--- src/rtl/qrss_pkg.sv ---
// Shared constants for the quasi-random test pattern generator.
// Assumes the pattern-select code below is decoded by the top module only.
package qrss_pkg;
    localparam logic [1:0] PAT_QRSS   = 2'b10;
    localparam int         T1_LEN     = 20;
    localparam int         T1_TAP     = 17;
    localparam int         E1_LEN     = 15;
    localparam int         E1_TAP     = 14;
    localparam int         ZERO_LIMIT = 14;
endpackage

--- src/rtl/qrss_lfsr.sv ---
// Fibonacci shift register, shifting toward the MSB with feedback into bit 0.
// raw_o is the MSB before the shift. load has priority over adv.
// Assumes SEED is nonzero.
module qrss_lfsr #(
    parameter int            LEN  = 20,
    parameter int            TAP  = 17,
    parameter logic [LEN-1:0] SEED = LEN'(1)
) (
    input  logic clk,
    input  logic rst_n,
    input  logic load,
    input  logic adv,
    output logic raw_o
);
    logic [LEN-1:0] sr;
    logic           fb;

    // feedback from the top stage and the tap stage
    always_comb fb = sr[LEN-1] ^ sr[TAP-1];

    // seed on reset or load, otherwise shift on advance
    always_ff @(posedge clk) begin
        if (!rst_n || load)
            sr <= SEED;
        else if (adv)
            sr <= {sr[LEN-2:0], fb};
    end

    always_comb raw_o = sr[LEN-1];

    assert_state_nonzero_R3: assert property (@(posedge clk) disable iff (!rst_n)
        adv |=> (sr != '0));
endmodule

--- src/rtl/qrss_req_sync.sv ---
// Brings an asynchronous request into the clock domain through STAGES flops.
// Detects the rising edge and holds a pending flag until it is taken or dropped.
// Assumes each request level lasts longer than STAGES+1 clocks.
module qrss_req_sync #(
    parameter int STAGES = 2
) (
    input  logic clk,
    input  logic rst_n,
    input  logic req_async,
    input  logic drop,
    input  logic take,
    output logic pend
);
    logic [STAGES-1:0] chain;
    logic              prev;
    logic              rise;

    generate
        if (STAGES == 1) begin : g_one
            // single-stage capture
            always_ff @(posedge clk) begin
                if (!rst_n) chain <= '0;
                else        chain <= req_async;
            end
        end else begin : g_multi
            // multi-stage capture chain
            always_ff @(posedge clk) begin
                if (!rst_n) chain <= '0;
                else        chain <= {chain[STAGES-2:0], req_async};
            end
        end
    endgenerate

    // delayed copy for edge detection
    always_ff @(posedge clk) begin
        if (!rst_n) prev <= 1'b0;
        else        prev <= chain[STAGES-1];
    end

    always_comb rise = chain[STAGES-1] & ~prev;

    // pending flag: drop wins, then a new edge, then consumption
    always_ff @(posedge clk) begin
        if (!rst_n || drop) pend <= 1'b0;
        else if (rise)      pend <= 1'b1;
        else if (take)      pend <= 1'b0;
    end

    assert_take_clears_R6: assert property (@(posedge clk) disable iff (!rst_n)
        (pend && take && !rise && !drop) |=> !pend);
    assert_drop_clears_R2: assert property (@(posedge clk) disable iff (!rst_n)
        drop |=> !pend);
endmodule

--- src/rtl/qrss_gen.sv ---
// Quasi-random test pattern generator for T1/E1 transmit.
// T1: 20-stage sequence with zero runs capped at 14. E1: 15-stage sequence, inverted.
// Assumes pat_sel and e1_mode change only on cycles where bit_en is low.
module qrss_gen
    import qrss_pkg::*;
#(
    parameter int SYNC_STAGES = 2
) (
    input  logic       clk,
    input  logic       rst_n,
    input  logic       bit_en,
    input  logic [1:0] pat_sel,
    input  logic       e1_mode,
    input  logic       err_req,
    input  logic       viol_req,
    output logic       tx_bit,
    output logic       tx_viol
);
    localparam int ZW = $clog2(ZERO_LIMIT + 2);
    localparam logic [ZW-1:0] ZLIM = ZW'(ZERO_LIMIT);
    localparam logic [ZW-1:0] ZSAT = ZW'(ZERO_LIMIT + 1);

    logic          active, mode_q, reseed, bit_go;
    logic          t1_raw, e1_raw, src, jam, nxt;
    logic          err_pend, viol_pend, err_take, viol_take;
    logic [ZW-1:0] zrun;

    always_comb active = (pat_sel == PAT_QRSS);

    // remember the mode to spot changes
    always_ff @(posedge clk) begin
        if (!rst_n) mode_q <= 1'b0;
        else        mode_q <= e1_mode;
    end

    always_comb reseed = !active || (e1_mode != mode_q);
    always_comb bit_go = bit_en && !reseed;

    qrss_lfsr #(.LEN(T1_LEN), .TAP(T1_TAP), .SEED(T1_LEN'(1))) i_t1 (
        .clk(clk), .rst_n(rst_n), .load(reseed),
        .adv(bit_go && !e1_mode), .raw_o(t1_raw));

    qrss_lfsr #(.LEN(E1_LEN), .TAP(E1_TAP), .SEED({E1_LEN{1'b1}})) i_e1 (
        .clk(clk), .rst_n(rst_n), .load(reseed),
        .adv(bit_go && e1_mode), .raw_o(e1_raw));

    qrss_req_sync #(.STAGES(SYNC_STAGES)) i_err (
        .clk(clk), .rst_n(rst_n), .req_async(err_req),
        .drop(!active), .take(err_take), .pend(err_pend));

    qrss_req_sync #(.STAGES(SYNC_STAGES)) i_viol (
        .clk(clk), .rst_n(rst_n), .req_async(viol_req),
        .drop(!active), .take(viol_take), .pend(viol_pend));

    // choose source bit, apply zero-run forcing and error insertion
    always_comb begin
        src       = e1_mode ? ~e1_raw : t1_raw;
        jam       = !e1_mode && (zrun == ZLIM);
        err_take  = bit_go && err_pend && !jam;
        viol_take = bit_go && viol_pend;
        nxt       = jam ? 1'b1 : (src ^ err_take);
    end

    // count consecutive output zeros, saturating
    always_ff @(posedge clk) begin
        if (!rst_n || reseed) zrun <= '0;
        else if (bit_go)      zrun <= nxt ? '0 : ((zrun == ZSAT) ? zrun : zrun + 1'b1);
    end

    // registered outputs
    always_ff @(posedge clk) begin
        if (!rst_n || reseed) begin
            tx_bit  <= 1'b0;
            tx_viol <= 1'b0;
        end else if (bit_go) begin
            tx_bit  <= nxt;
            tx_viol <= viol_pend;
        end
    end

    assert_jam_forces_one_R5: assert property (@(posedge clk) disable iff (!rst_n)
        (bit_go && !e1_mode && zrun == ZLIM) |=> tx_bit);
    assert_run_bounded_R5: assert property (@(posedge clk) disable iff (!rst_n)
        (active && !e1_mode) |-> (zrun <= ZLIM));
    assert_inactive_quiet_R2: assert property (@(posedge clk) disable iff (!rst_n)
        !active |=> (!tx_bit && !tx_viol));
    assert_defer_keeps_R7: assert property (@(posedge clk) disable iff (!rst_n)
        (bit_go && jam && err_pend) |=> err_pend);
    assert_viol_flag_R8: assert property (@(posedge clk) disable iff (!rst_n)
        (bit_go && viol_pend) |=> tx_viol);
    assert_hold_R10: assert property (@(posedge clk) disable iff (!rst_n)
        (!bit_en && !reseed) |=> ($stable(tx_bit) && $stable(tx_viol)));
endmodule

--- config.mk ---
export PLATFORM = sky130hd
export DESIGN_NAME = qrss_gen
export DESIGN_NICKNAME = d
export VERILOG_FILES = /design/src/rtl/qrss_pkg.sv /design/src/rtl/qrss_lfsr.sv /design/src/rtl/qrss_req_sync.sv /design/src/rtl/qrss_gen.sv
export SDC_FILE = /design/constraint.sdc
export NUM_CORES = 1
export LEC_CHECK = 0
export ABC_CLOCK_PERIOD_IN_PS = 3800
export BUFFER_PORTS_ARGS = -buffer_cell sky130_fd_sc_hd__buf_2
export CORE_UTILIZATION = 55
export DETAILED_ROUTE_END_ITERATION = 7
export GPL_ROUTABILITY_DRIVEN = 0
export PLACE_DENSITY = 0.84
export SLEW_MARGIN = 25
export SYNTH_ARGS = -nofsm -noshare
export SYNTH_HDL_FRONTEND = slang
export SYNTH_SLANG_ARGS = --single-unit
export TNS_END_PERCENT = 10
--- constraint.sdc ---
create_clock -name clk -period 3.8 [get_ports clk]
set_input_delay 0.95 -clock clk [delete_from_list [all_inputs] [get_ports clk]]
set_output_delay 0.95 -clock clk [all_outputs]
set_load 0.01 [all_outputs]
Word level (Yosys, flattened, before mapping):

Index checks and enable logic that the tools add are counted.

* memory bits (writable): 0
* output and inout bits: 2
* flip-flop bits (word level): 50
* bits of input ports: 8
* bits in read-only memories: 0
* latch bits: 0
* logic and storage cells: 52
* memories: 0

* bitwise logic cells: 8
* reduce and logical (&&, ||, !) cells: 18
* add/sub/neg operators: 1
* multipliers: 0
* shift-type cells: 0
* $lt $le $gt $ge: 0
* div/mod/pow operators: 0
* eq/ne operators: 5
* muxes and demuxes: 8

Operators with widths (number)
* equality test 4 bit (second input constant): 2
* 2-to-1 mux 4 bit: 2
* logical AND 1 bit: 7
* 2-to-1 mux 1 bit: 6
* logical NOT 1 bit: 5
* adder 4 x 1 -> 4 bit (second input constant): 1
* nonzero test 2 bit: 2
* logical OR 1 bit: 3
* NOT 1 bit: 3
* XOR 1 bit: 3
* bitwise AND 1 bit: 2
* equality test 2 bit (second input constant): 1
* inequality test 2 bit (second input constant): 1
* AND reduction 2 bit: 1
* inequality test 1 bit: 1

Depth between registers and ports, before layout:

Gate-level depths: netlist of the first run.

* word-level depth: 11
* depth in mapped cells: 6
* gate-level depth less buffers: 6

Cells and area by module:

From an unflattened synthesis of the first run, not the netlist that was laid out.

* cell total of the unflattened synthesis: 194
* area total of the unflattened synthesis: 2114.5 sq um

By module, submodules not included
* qrss_lfsr (i_t1): seq. area each 400.4 sq um, cells an instance 67, area each 780.7 sq um, instances 1
* qrss_lfsr (i_e1): seq. area each 300.3 sq um, cells an instance 50, area each 564.3 sq um, instances 1
* qrss_gen: seq. area each 140.1 sq um, cells an instance 55, area each 501.7 sq um, instances 1
* qrss_req_sync: seq. area each 80.1 sq um, cells an instance 11, area each 133.9 sq um, instances 2

Least setup slack after synthesis of the first run:

OpenSTA, ideal clock, no wires.

* path type: input to register
* start: input port pat_sel[0]
* end: register i_e1.sr[14]
* path slack: 1.857 ns
* arrival time: 1.804 ns
* path buffers: 2
* cell stages on the path: 5
* setup time: 0.139 ns
* data required time: 3.661 ns
* cell sequence: and3b_1 > and3_1 > clkbuf_1 > buf_4 > o211ai_1

* cells in the longest elaborated chain, start to end: 6
* elaborated cells on any way between the ends: 7
* those cells by class: eq/ne (1); reduce/logical (6)

Ends and longest elaborated chain
* start, declared: RTL line qrss_gen.sv:12 `input logic [1:0] pat_sel,`
* equality test 2 bit *: RTL line qrss_gen.sv:28 `always_comb active = (pat_sel == PAT_QRSS);`
* logical NOT 1 bit *: RTL line qrss_gen.sv:36 `always_comb reseed = !active || (e1_mode != mode_q);`
* logical OR 1 bit *: RTL line qrss_gen.sv:36
* logical NOT 1 bit: RTL line qrss_gen.sv:37 `always_comb bit_go = bit_en && !reseed;`
* logical AND 1 bit: RTL line qrss_gen.sv:37
* logical AND 1 bit: RTL line qrss_gen.sv:45 `.adv(bit_go && e1_mode), .raw_o(e1_raw));`
* end signal, assigned: RTL line qrss_lfsr.sv:26 `sr <= {sr[LEN-2:0], fb};`
* end, declared: RTL line qrss_lfsr.sv:15 `logic [LEN-1:0] sr;`

Every way passes the cells marked *; elsewhere a longest branch is shown, timed or not.
A chain may end at the register's enable or synchronous reset.

Worst setup path in the final report of the first run:

* start: input port e1_mode
* end: register zrun[3]

* cells in the longest elaborated chain, start to end: 10
* elaborated cells on any way between the ends: 16
* those cells by class: eq/ne (2); mux (3); bitwise (1); reduce/logical (10)

Ends and longest elaborated chain
* start, declared: RTL line qrss_gen.sv:13 `input logic e1_mode,`
* inequality test 1 bit: RTL line qrss_gen.sv:36
* logical OR 1 bit: RTL line qrss_gen.sv:36
* logical NOT 1 bit: RTL line qrss_gen.sv:37
* logical AND 1 bit: RTL line qrss_gen.sv:37
* logical AND 1 bit (2 in a row): RTL line qrss_gen.sv:59 `err_take = bit_go && err_pend && !jam;`
* XOR 1 bit: RTL line qrss_gen.sv:61 `nxt = jam ? 1'b1 : (src ^ err_take);`
* 2-to-1 mux 1 bit: RTL line qrss_gen.sv:61
* inequality test 2 bit (no line)
* AND reduction 2 bit (no line)
* end signal, assigned: RTL line qrss_gen.sv:67 `else if (bit_go) zrun <= nxt ? '0 : ((zrun == ZSAT) ? zrun : zrun + 1'b1);`
* end, declared: RTL line qrss_gen.sv:26 `logic [ZW-1:0] zrun;`

Several ways; a longest one is shown, not always the timed one.

==> results of run 1 <==
==> final cells by class <==
type | instances | area, µm²
tap | 46 | 57.6
clock buffer | 5 | 37.5
multi-input combinational | 157 | 867
sequential | 50 | 1000
timing repair buffer | 11 | 60.1
inverter | 4 | 15.0
fill | 325 | 1280
clock inverter | 3 | 43.8
==> flip-flops by register name, summed over array words and instances, names as in the netlist <==
signal        cells
i_viol.prev       1
i_e1.sr          15
tx_viol           1
i_err.chain       2
zrun              4
i_err.pend        1
mode_q            1
i_viol.chain      2
i_viol.pend       1
tx_bit            1
i_t1.sr          20
i_err.prev        1
==> worst min-delay path: stages, from the launching register on <==
cell and delay, ps:
dfxtp_1 330, nand2_1 50, a21oi_1 50
==> cells in the final DEF, fill, tap and decap left out, drive strengths merged <==
master / n
nor2: 7
xor2: 2
o221a: 1
nand2b: 2
o21ai: 20
a221o: 2
clkinv: 1
and3: 2
ha: 2
nor3: 5
clkbuf: 5
buf: 11
nand3b: 3
nor2b: 1
dfxtp: 50
mux2i: 2
xnor2: 1
nand4b: 1
and2: 7
nand3: 17
a31oi: 4
or2: 1
o211a: 1
and3b: 1
nand4: 4
bufinv: 1
inv: 5
a21oi: 21
o211ai: 3
nand2: 47
==> power groups by stage <==
stage / logic (mW) / clock network (mW) / registers [mW]
after detailed placement: 0.0355 / 0 / 0.542
after CTS: 0.0358 / 0.318 / 0.530
after floorplan: 0.0278 / 0 / 0.541
after global routing: 0.0389 / 0.341 / 0.531
after global placement: 0.0348 / 0 / 0.542
final: 0.0354 / 0.312 / 0.530
==> per-layer routing <==
metal	vias to the layer above	global-route usage, %	wire length [µm]
li1	778	-	-
met4	0	10.8	67
met5	-	0	0
met3	8	5.04	98
met1	685	25.5	1650
met2	13	31.3	1520
==> cell families (layout without fill, tap and decap cells) <==
logic type,count (synthesis),after routing,share of synthesized area [%]
compound gates,52,52,15.8
xor+xnor,3,3,1.73
simple gates,98,98,24.2
buf+inv,17,23,4.86
mux,2,2,1.02
flops,50,50,51.1
fa+ha+maj,2,2,1.28
==> path summary, 6_finish.rpt <==
check,startpoint,endpoint,slack (ps),cells after the start
worst min register to register,i_t1.sr[2],i_t1.sr[3],450,2
worst min-delay path,i_t1.sr[2],i_t1.sr[3],450,2
worst max register to register,zrun[0],zrun[0],2070,6
worst max-delay path,e1_mode,zrun[3],1640,5
==> impl_metrics.toml, run 1 <==
[outcome]
status = "finished clean"

[worst_setup_path]
cp.arrival_ps = 2480
crit_chain = "buf_2, xor2_2, nor2_2, o21ai_0, a21oi_1"
start_kind = "input port"
critical_path.max_stage_delay_ps = 570
critical_path_class = "in2reg"
slowest_stage = "nor2_2"
cp-end-kind = "flop"
cp.required_ps = 4120
path_buf_inv = 1
cp_top_family = "simple AND/OR/NAND/NOR gates"
worstPathMaxFanout = 27

[logic_synthesis]
synthesis.nets = 234
yosysWarnings = 0
yosysTopAreaCellShare_pct = 51.1
synth_common_cells = "dfxtp_1 (50), nand2_1 (47), a21oi_1 (17), nand3_1 (17), o21ai_1 (15)"
ys_seq_area_share_pct = 51.1
synth_cells = 224
ys_top_cells_by_area = "dfxtp_1 (51%), nand2_1 (9.0%), a21oi_1 (4.3%), nand3_1 (4.3%), o21ai_1 (3.8%)"
synth_top_area_cell = "dfxtp_1"
ys_types = 36
synth-seq-cells = 50
synth_edf_count = 0
avgSynthCellArea_um2 = 8.74
synth.most_common_cell = "dfxtp_1"
synth-async-reset-ratio_pct = 0
syn_area_um2 = 1960
synthFlopType = "dfxtp_1"

[pwr]
pwr-share-seq_pct = 60.4
p_sw_uw = 198
internal_power_uw = 680
swShare_pct = 22.6
power.density_nw_per_um2 = 422
peakVddDrop_uv = 238
p_comb_share_pct = 4.0
p_leak_nw = 0.790
finalPower_uw = 878
clockPowerShare_pct = 35.6

[floorplanning]
pin_count = 10
die-area_um2 = 3800
core_area_um2 = 3360
core.rowCount = 21
initial_utilization_pct = 58.2
die_height_um = 61.7
fp.dieW_um = 61.7

[clock_tree]
post-cts-setup-buffers = 0
cts_made_buffers = 5
cts_tree = "built"
cts_sinks = 50
cts_hold_buf = 0
clkLatencyLatePin_ps = 380
clock_path_buffers = 2
cts_resized = 0
htree_levels = 2
root_buffer = "clkbuf_4"
clk_pin_slew_ps = 140

[sta]
worstMarginPinSlew_ps = 679
slew_violations = 0
hold_viol = 0
finalCritPeriodShare_pct = 56.8
skew_ps = 10.7
holdWs_ps = 447
setup_slack_ps = 1640
period_minus_slack_ps = 2160
fmax_ghz = 0.463
slew_headroom_pct = 54.7
setup_viol = 0
rsz0062_at_grt = "false"
finalSetupTns_ps = 0

[layout]
finish.utilization_pct = 61.9
antenna_cells = 0
final_net_count = 239
area_growth_pct = 6.33
drive_gt1_share_pct = 12.6
fin_cells = 276
design_area_um2 = 2080

[placement]
placed_cells = 268
place_ws_ps = 1230
port_buffers = 9
hpwl_mm = 2.17
place_area_um2 = 2000

[drt]
drt_wl_total_mm = 3.33
drt_iter0_markers = 135
drc_errors = 0
num_vias = 1484
ant_nets = 0
routedWlPerCell_um = 12.1
drt_pass1_iterations = 4
viasPerCell = 5.38

[grt]
grt_remaining_overflow = 0
grt.total_usage_pct = 20.1
grt_pass1_wl_mm = 5.49
grt_pass1_vias = 1281
grt_max_degree = 28
antenna_found_initial = 0

[min_path]
holdCritPathClass = "reg2reg"

[job]
drv_cap = 0
Note: power is estimated with default switching activity, not from simulation.
==> inputs of run 2 (changes only) <==
--- a/config.mk
+++ b/config.mk
@@ -5,9 +5,10 @@
 export SDC_FILE = /design/constraint.sdc
 export NUM_CORES = 1
 export LEC_CHECK = 0
-export ABC_CLOCK_PERIOD_IN_PS = 3800
+export ABC_AREA = 1
+export ABC_CLOCK_PERIOD_IN_PS = 1900
 export BUFFER_PORTS_ARGS = -buffer_cell sky130_fd_sc_hd__buf_2
-export CORE_UTILIZATION = 55
+export CORE_UTILIZATION = 53
 export DETAILED_ROUTE_END_ITERATION = 7
 export GPL_ROUTABILITY_DRIVEN = 0
 export PLACE_DENSITY = 0.84
==> constraint.sdc (replaced) <==
create_clock -name clk -period 1.9 [get_ports clk]
set_input_delay 0.475 -clock clk [delete_from_list [all_inputs] [get_ports clk]]
set_output_delay 0.475 -clock clk [all_outputs]
set_load 0.01 [all_outputs]
==> impl_metrics.toml, run 2 <==
[drt]
drt_wl_total_mm = 3.13
drt_pass1_iterations = 4
drc_errors = 0
num_vias = 1481
routedWlPerCell_um = 10.4
drt_iter0_markers = 97
viasPerCell = 4.92
ant_nets = 0

[layout]
design_area_um2 = 2110
top_regs = "i_t1.sr: 20 flops, i_e1.sr: 15 flops, zrun: 4 flops"
fin_cells = 301
final_cell_mix = "nand2_1 (50), dfxtp_1 (50), nor2_1 (42)"
top_register = "i_t1.sr"
drive_gt1_share_pct = 12.5
final_net_count = 264
largest_reg_flops = 20
antenna_cells = 0
area_growth_pct = 6.43

[sta]
finalCritPeriodShare_pct = 83.6
worstMarginPinSlew_ps = 604
slew_violations = 0
rsz0062_at_grt = "false"
hold_viol = 0
fmax_ghz = 0.629
slew_headroom_pct = 59.7
setup_viol = 0
skew_ps = 8.11
period_minus_slack_ps = 1590
finalSetupTns_ps = 0

[clock_tree]
cts_made_buffers = 5
cts_sinks = 50
cts_hold_buf = 0
post-cts-setup-buffers = 0
cts_resized = 0
clock_path_buffers = 2
htree_levels = 2
cts_tree = "built"
clkLatencyLatePin_ps = 300
clk_pin_slew_ps = 90
root_buffer = "clkbuf_8"

[logic_synthesis]
synthesis.nets = 256
synth_edf_count = 0
ys_types = 27
synth_cells = 246
synth_top_area_cell = "dfxtp_1"
avgSynthCellArea_um2 = 8.07
ys_top_cells_by_area = "dfxtp_1 (50%), nand2_1 (9.5%), nor2_1 (8.1%), nand3_1 (6.0%), inv_1 (3.4%)"
syn_area_um2 = 1990
synth-seq-cells = 50
yosysTopAreaCellShare_pct = 50.4
yosysWarnings = 0
synthFlopType = "dfxtp_1"
ys_seq_area_share_pct = 50.4
synth-async-reset-ratio_pct = 0
synth_common_cells = "dfxtp_1 (50), nand2_1 (50), nor2_1 (43)"

[outcome]
status = "finished clean"

[min_path]
holdCritPathClass = "in2reg"

[grt]
grt_pass1_vias = 1423
grt_busiest_layer = "met2"
use_met2_pct = 31.2
grt.total_usage_pct = 19.2
grt_use_met1_pct = 22.3
grt_max_degree = 22
grt_pass1_wl_mm = 5.94
grt_remaining_overflow = 0
antenna_found_initial = 0
use_met3_pct = 5.62

[placement]
hpwl_mm = 2.14
place_area_um2 = 2020
placed_cells = 293
port_buffers = 9

[job]
drv_cap = 0

[pwr]
clockPowerShare_pct = 35.1
peakVddDrop_uv = 397
p_sw_uw = 383
p_leak_nw = 1.06
internal_power_mw = 1.38
power.density_nw_per_um2 = 832
swShare_pct = 21.8
finalPower_mw = 1.76
p_comb_share_pct = 4.6
pwr-share-seq_pct = 60.3

[floorplanning]
fp.dieW_um = 63.2
pin_count = 10
core.rowCount = 21
core_area_um2 = 3470
initial_utilization_pct = 57.3
die_height_um = 63.2
die-area_um2 = 4000

[worst_setup_path]
critical_path_class = "reg2reg"
worstPathMaxFanout = 21
cp-end-kind = "flop"
cp.arrival_ps = 1820
start_kind = "flop"
cp.required_ps = 2130
[run 2: cell families (layout without fill, tap and decap cells)]
group	after synthesis	after routing	synth area share, %
flip-flops	50	50	50.4
AO/OA/AOI/OAI	31	31	8.51
adder cells (fa/ha/maj)	2	2	1.26
AND/OR/NAND/NOR	125	125	28.3
XOR/XNOR	5	5	2.21
buffers and inverters	33	42	9.33
[run 2: power groups by stage]
stage               clock [mW]  sequential [mW]  combinational [mW]
detailed placement           0             1.09              0.0805
floorplan                    0             1.08              0.0678
global route             0.675             1.06              0.0928
CTS                      0.642             1.06              0.0812
global placement             0             1.09              0.0779
finish                   0.617             1.06              0.0809
[run 2: worst max-delay path: stages (launching register included)]
cell and delay, ps:
dfxtp_1 360, inv_1 80, nand2_2 70, nand2_4 100, nor2_8 50, inv_4 120
nor2_4 40, inv_1 450, nand2_1 150, o211ai_2 100
[run 2: final cells by class]
cell class | count | area [µm²]
Sequential cell | 50 | 1000
Clock inverter | 1 | 5.00
Tap cell | 46 | 57.6
Timing Repair Buffer | 13 | 75.1
Fill cell | 319 | 1360
Clock buffer | 7 | 86.3
Multi-Input combinational cell | 163 | 802
Inverter | 21 | 86.3
[run 2: final timing paths]
| kind | from | slack (ps) | end | cells past startpoint |
|---|---|---|---|---|
| setup / recovery | mode_q | 310 | i_t1.sr[0] | 9 |
| hold / removal | viol_req | 350 | i_viol.chain[0] | 3 |
| setup reg to reg | mode_q | 310 | i_t1.sr[0] | 9 |
| hold reg to reg | i_err.chain[0] | 420 | i_err.chain[1] | 2 |
[run 2: layer usage]
layer | vias up | routed length (µm)
met4 | 0 | 87
met5 | - | 0
li1 | 793 | -
met3 | 9 | 130
met1 | 653 | 1480
met2 | 26 | 1430
[run 2: metrics by stage]
step                setup WS [ps]  utilization (%)  hold slack (ps)
CTS                           302             60.9              337
global route                 99.0             60.9              366
global placement             60.7             58.3              392
detailed placement           8.03             58.3              407
finish                        311             60.9              345
floorplan                     399                -              390
==> inputs of run 3 (changes only) <==
--- a/config.mk
+++ b/config.mk
@@ -6,7 +6,7 @@
 export NUM_CORES = 1
 export LEC_CHECK = 0
 export ABC_AREA = 1
-export ABC_CLOCK_PERIOD_IN_PS = 1900
+export ABC_CLOCK_PERIOD_IN_PS = 1300
 export BUFFER_PORTS_ARGS = -buffer_cell sky130_fd_sc_hd__buf_2
 export CORE_UTILIZATION = 53
 export DETAILED_ROUTE_END_ITERATION = 7
==> constraint.sdc (replaced) <==
create_clock -name clk -period 1.3 [get_ports clk]
set_input_delay 0.325 -clock clk [delete_from_list [all_inputs] [get_ports clk]]
set_output_delay 0.325 -clock clk [all_outputs]
set_load 0.01 [all_outputs]
==> impl_metrics.toml, run 3 (same netlist as run 2, synthesis figures left out) <==
[sta]
finalSetupTns_ps = -904
setup_slack_ps = -87.8
holdWs_ps = 198
slew_headroom_pct = 78.5
hold_viol = 0
setup_viol = 31
slew_violations = 0
skew_ps = 3.31
period_minus_slack_ps = 1390
worstMarginPinSlew_ps = 320
rsz0062_at_grt = "true"
fmax_ghz = 0.721
finalCritPeriodShare_pct = 107

[clock_tree]
clk_pin_slew_ps = 90
cts_made_buffers = 5
clock_path_buffers = 2
htree_levels = 2
cts_hold_buf = 0
clkLatencyLatePin_ps = 300
root_buffer = "clkbuf_8"
cts_sinks = 50
cts_tree = "built"

[worst_setup_path]
regToRegEndpoint = "zrun[0]"
start_kind = "flop"
crit_chain = "inv_2, nand2_4, nand2_4, nor2_8, buf_4, nand3_4, nand3_4, nand2_4, a21oi_2, nor2_1"
slowest_stage = "dfxtp_4"
worstPathMaxFanout = 5
critPathCapture = "zrun[0]"
cp.arrival_ps = 1590
cp-end-kind = "flop"
critical_path_class = "reg2reg"
cp.required_ps = 1510
cp.depth = 10
path_buf_inv = 2
critical_path.max_stage_delay_ps = 380
cp_common_cell = "nand2_4"
crit_start = "mode_q"
rr_startpoint = "mode_q"
rr_worst_depth = 10
reg2reg_slack_ps = -90
cp_top_family = "simple AND/OR/NAND/NOR gates"

[outcome]
status = "finished with violations"
violations = "negative setup slack"

[grt]
grt.total_usage_pct = 20.6
use_met3_pct = 5.98
grt_busiest_layer = "met2"
use_met2_pct = 34.7
grt_remaining_overflow = 0
grt_pass1_vias = 1551
grt_max_degree = 36
grt_use_met1_pct = 25.4
antenna_found_initial = 0
grt_pass1_wl_mm = 6.49

[drt]
drt_pass1_iterations = 4
ant_nets = 0
drc_errors = 0
drt_iter0_markers = 71
routedWlPerCell_um = 12.2
viasPerCell = 5.03
num_vias = 1651
drt_wl_total_mm = 4.01

[job]
drv_cap = 0

[layout]
area_growth_pct = 31.4
final_cell_mix = "dfxtp_1 (47), nand2_1 (45), nor2_1 (36)"
top_regs = "i_t1.sr: 20 flops, i_e1.sr: 15 flops, zrun: 4 flops"
n_fill_cell = 245
top_register = "i_t1.sr"
final_common_cell = "dfxtp_1"
antenna_cells = 0
final_net_count = 291
fin_cells = 328
design_area_um2 = 2610
drive_gt1_share_pct = 34.8
largest_reg_flops = 20

[floorplanning]
pin_count = 10
core.rowCount = 21
die_height_um = 63.2
die-area_um2 = 4000
core_area_um2 = 3470
initial_utilization_pct = 57.3
fp.dieW_um = 63.2

[placement]
hpwl_mm = 2.34
port_buffers = 9
place_ws_ps = -275
place_area_um2 = 2240
placed_cells = 313

[pwr]
power.density_nw_per_um2 = 1160
peakVddDrop_uv = 1120
p_leak_nw = 1.27

[min_path]
holdCritPathClass = "in2reg"
run 3: cell types whose count changed in the layout (fill, tap and decap cells not counted), sizes merged:
cell / previous run / this run
buf: 13 / 40
bufinv: 0 / 2
clkbuf: 7 / 5
run 3: timing repair:
action / CTS / global route
setup endpoints to repair: 33 / 40
buffers inserted: 5 / 1
gates resized for setup: 18 / 30
pin swaps: 6 / 11
hold endpoints to repair: 0 / 0
gates cloned: 1 / 0
run 3: layout make-up:
type | count | area [µm²] | share of cell area [%]
clock buffers | 5 | 68.8 | 2.64
clock inverters | 3 | 68.8 | 2.64
inverters | 21 | 101 | 3.88
multi-input cells | 163 | 952 | 36.5
flip-flops and latches | 50 | 1010 | 38.6
well taps | 46 | 57.6 | 2.21
repair buffers | 40 | 354 | 13.6
run 3: worst register-to-register path, cell delays in order, from the launching register on:
cell	delay, ps
dfxtp_4	380
inv_2	50
nand2_4	60
nand2_4	70
nor2_8	130
buf_4	150
nand3_4	70
nand3_4	120
nand2_4	80
a21oi_2	140
nor2_1	50
run 3: how the worst min path moves through the flow:
stage                                from              end  slack (ps)  depth (start not counted)
after floorplan            i_err.chain[0]   i_err.chain[1]         390                          2
after global placement     i_err.chain[0]   i_err.chain[1]         390                          2
after detailed placement  i_viol.chain[0]  i_viol.chain[1]         410                          2
after CTS                        viol_req  i_viol.chain[0]         190                          3
after global routing             viol_req  i_viol.chain[0]         190                          3
final                            viol_req  i_viol.chain[0]         200                          3
run 3: metal layers:
metal  share of wire (%)  vias to the layer above
met5                   0                        -
met4                 1.6                        0
met3                 2.8                        8
met2                  51                       22
met1                  44                      766
li1                    -                      855
run 3: power by group:
| part | total [mW] | switching [mW] | internal (mW) | leakage, nW |
|---|---|---|---|---|
| Clock | 1.28 | 0.509 | 0.770 | 0.0683 |
| Sequential | 1.55 | 0.00791 | 1.54 | 0.406 |
| Combinational | 0.203 | 0.112 | 0.0906 | 0.791 |
| Total | 3.03 | 0.629 | 2.40 | 1.27 |
run 3: through the flow:
step	util (%)	total power, mW
final	75.3	3.03
after floorplan	-	1.70
after CTS	72.4	3.04
after global placement	64.6	1.75
after global routing	75.3	3.13
after detailed placement	64.6	1.75
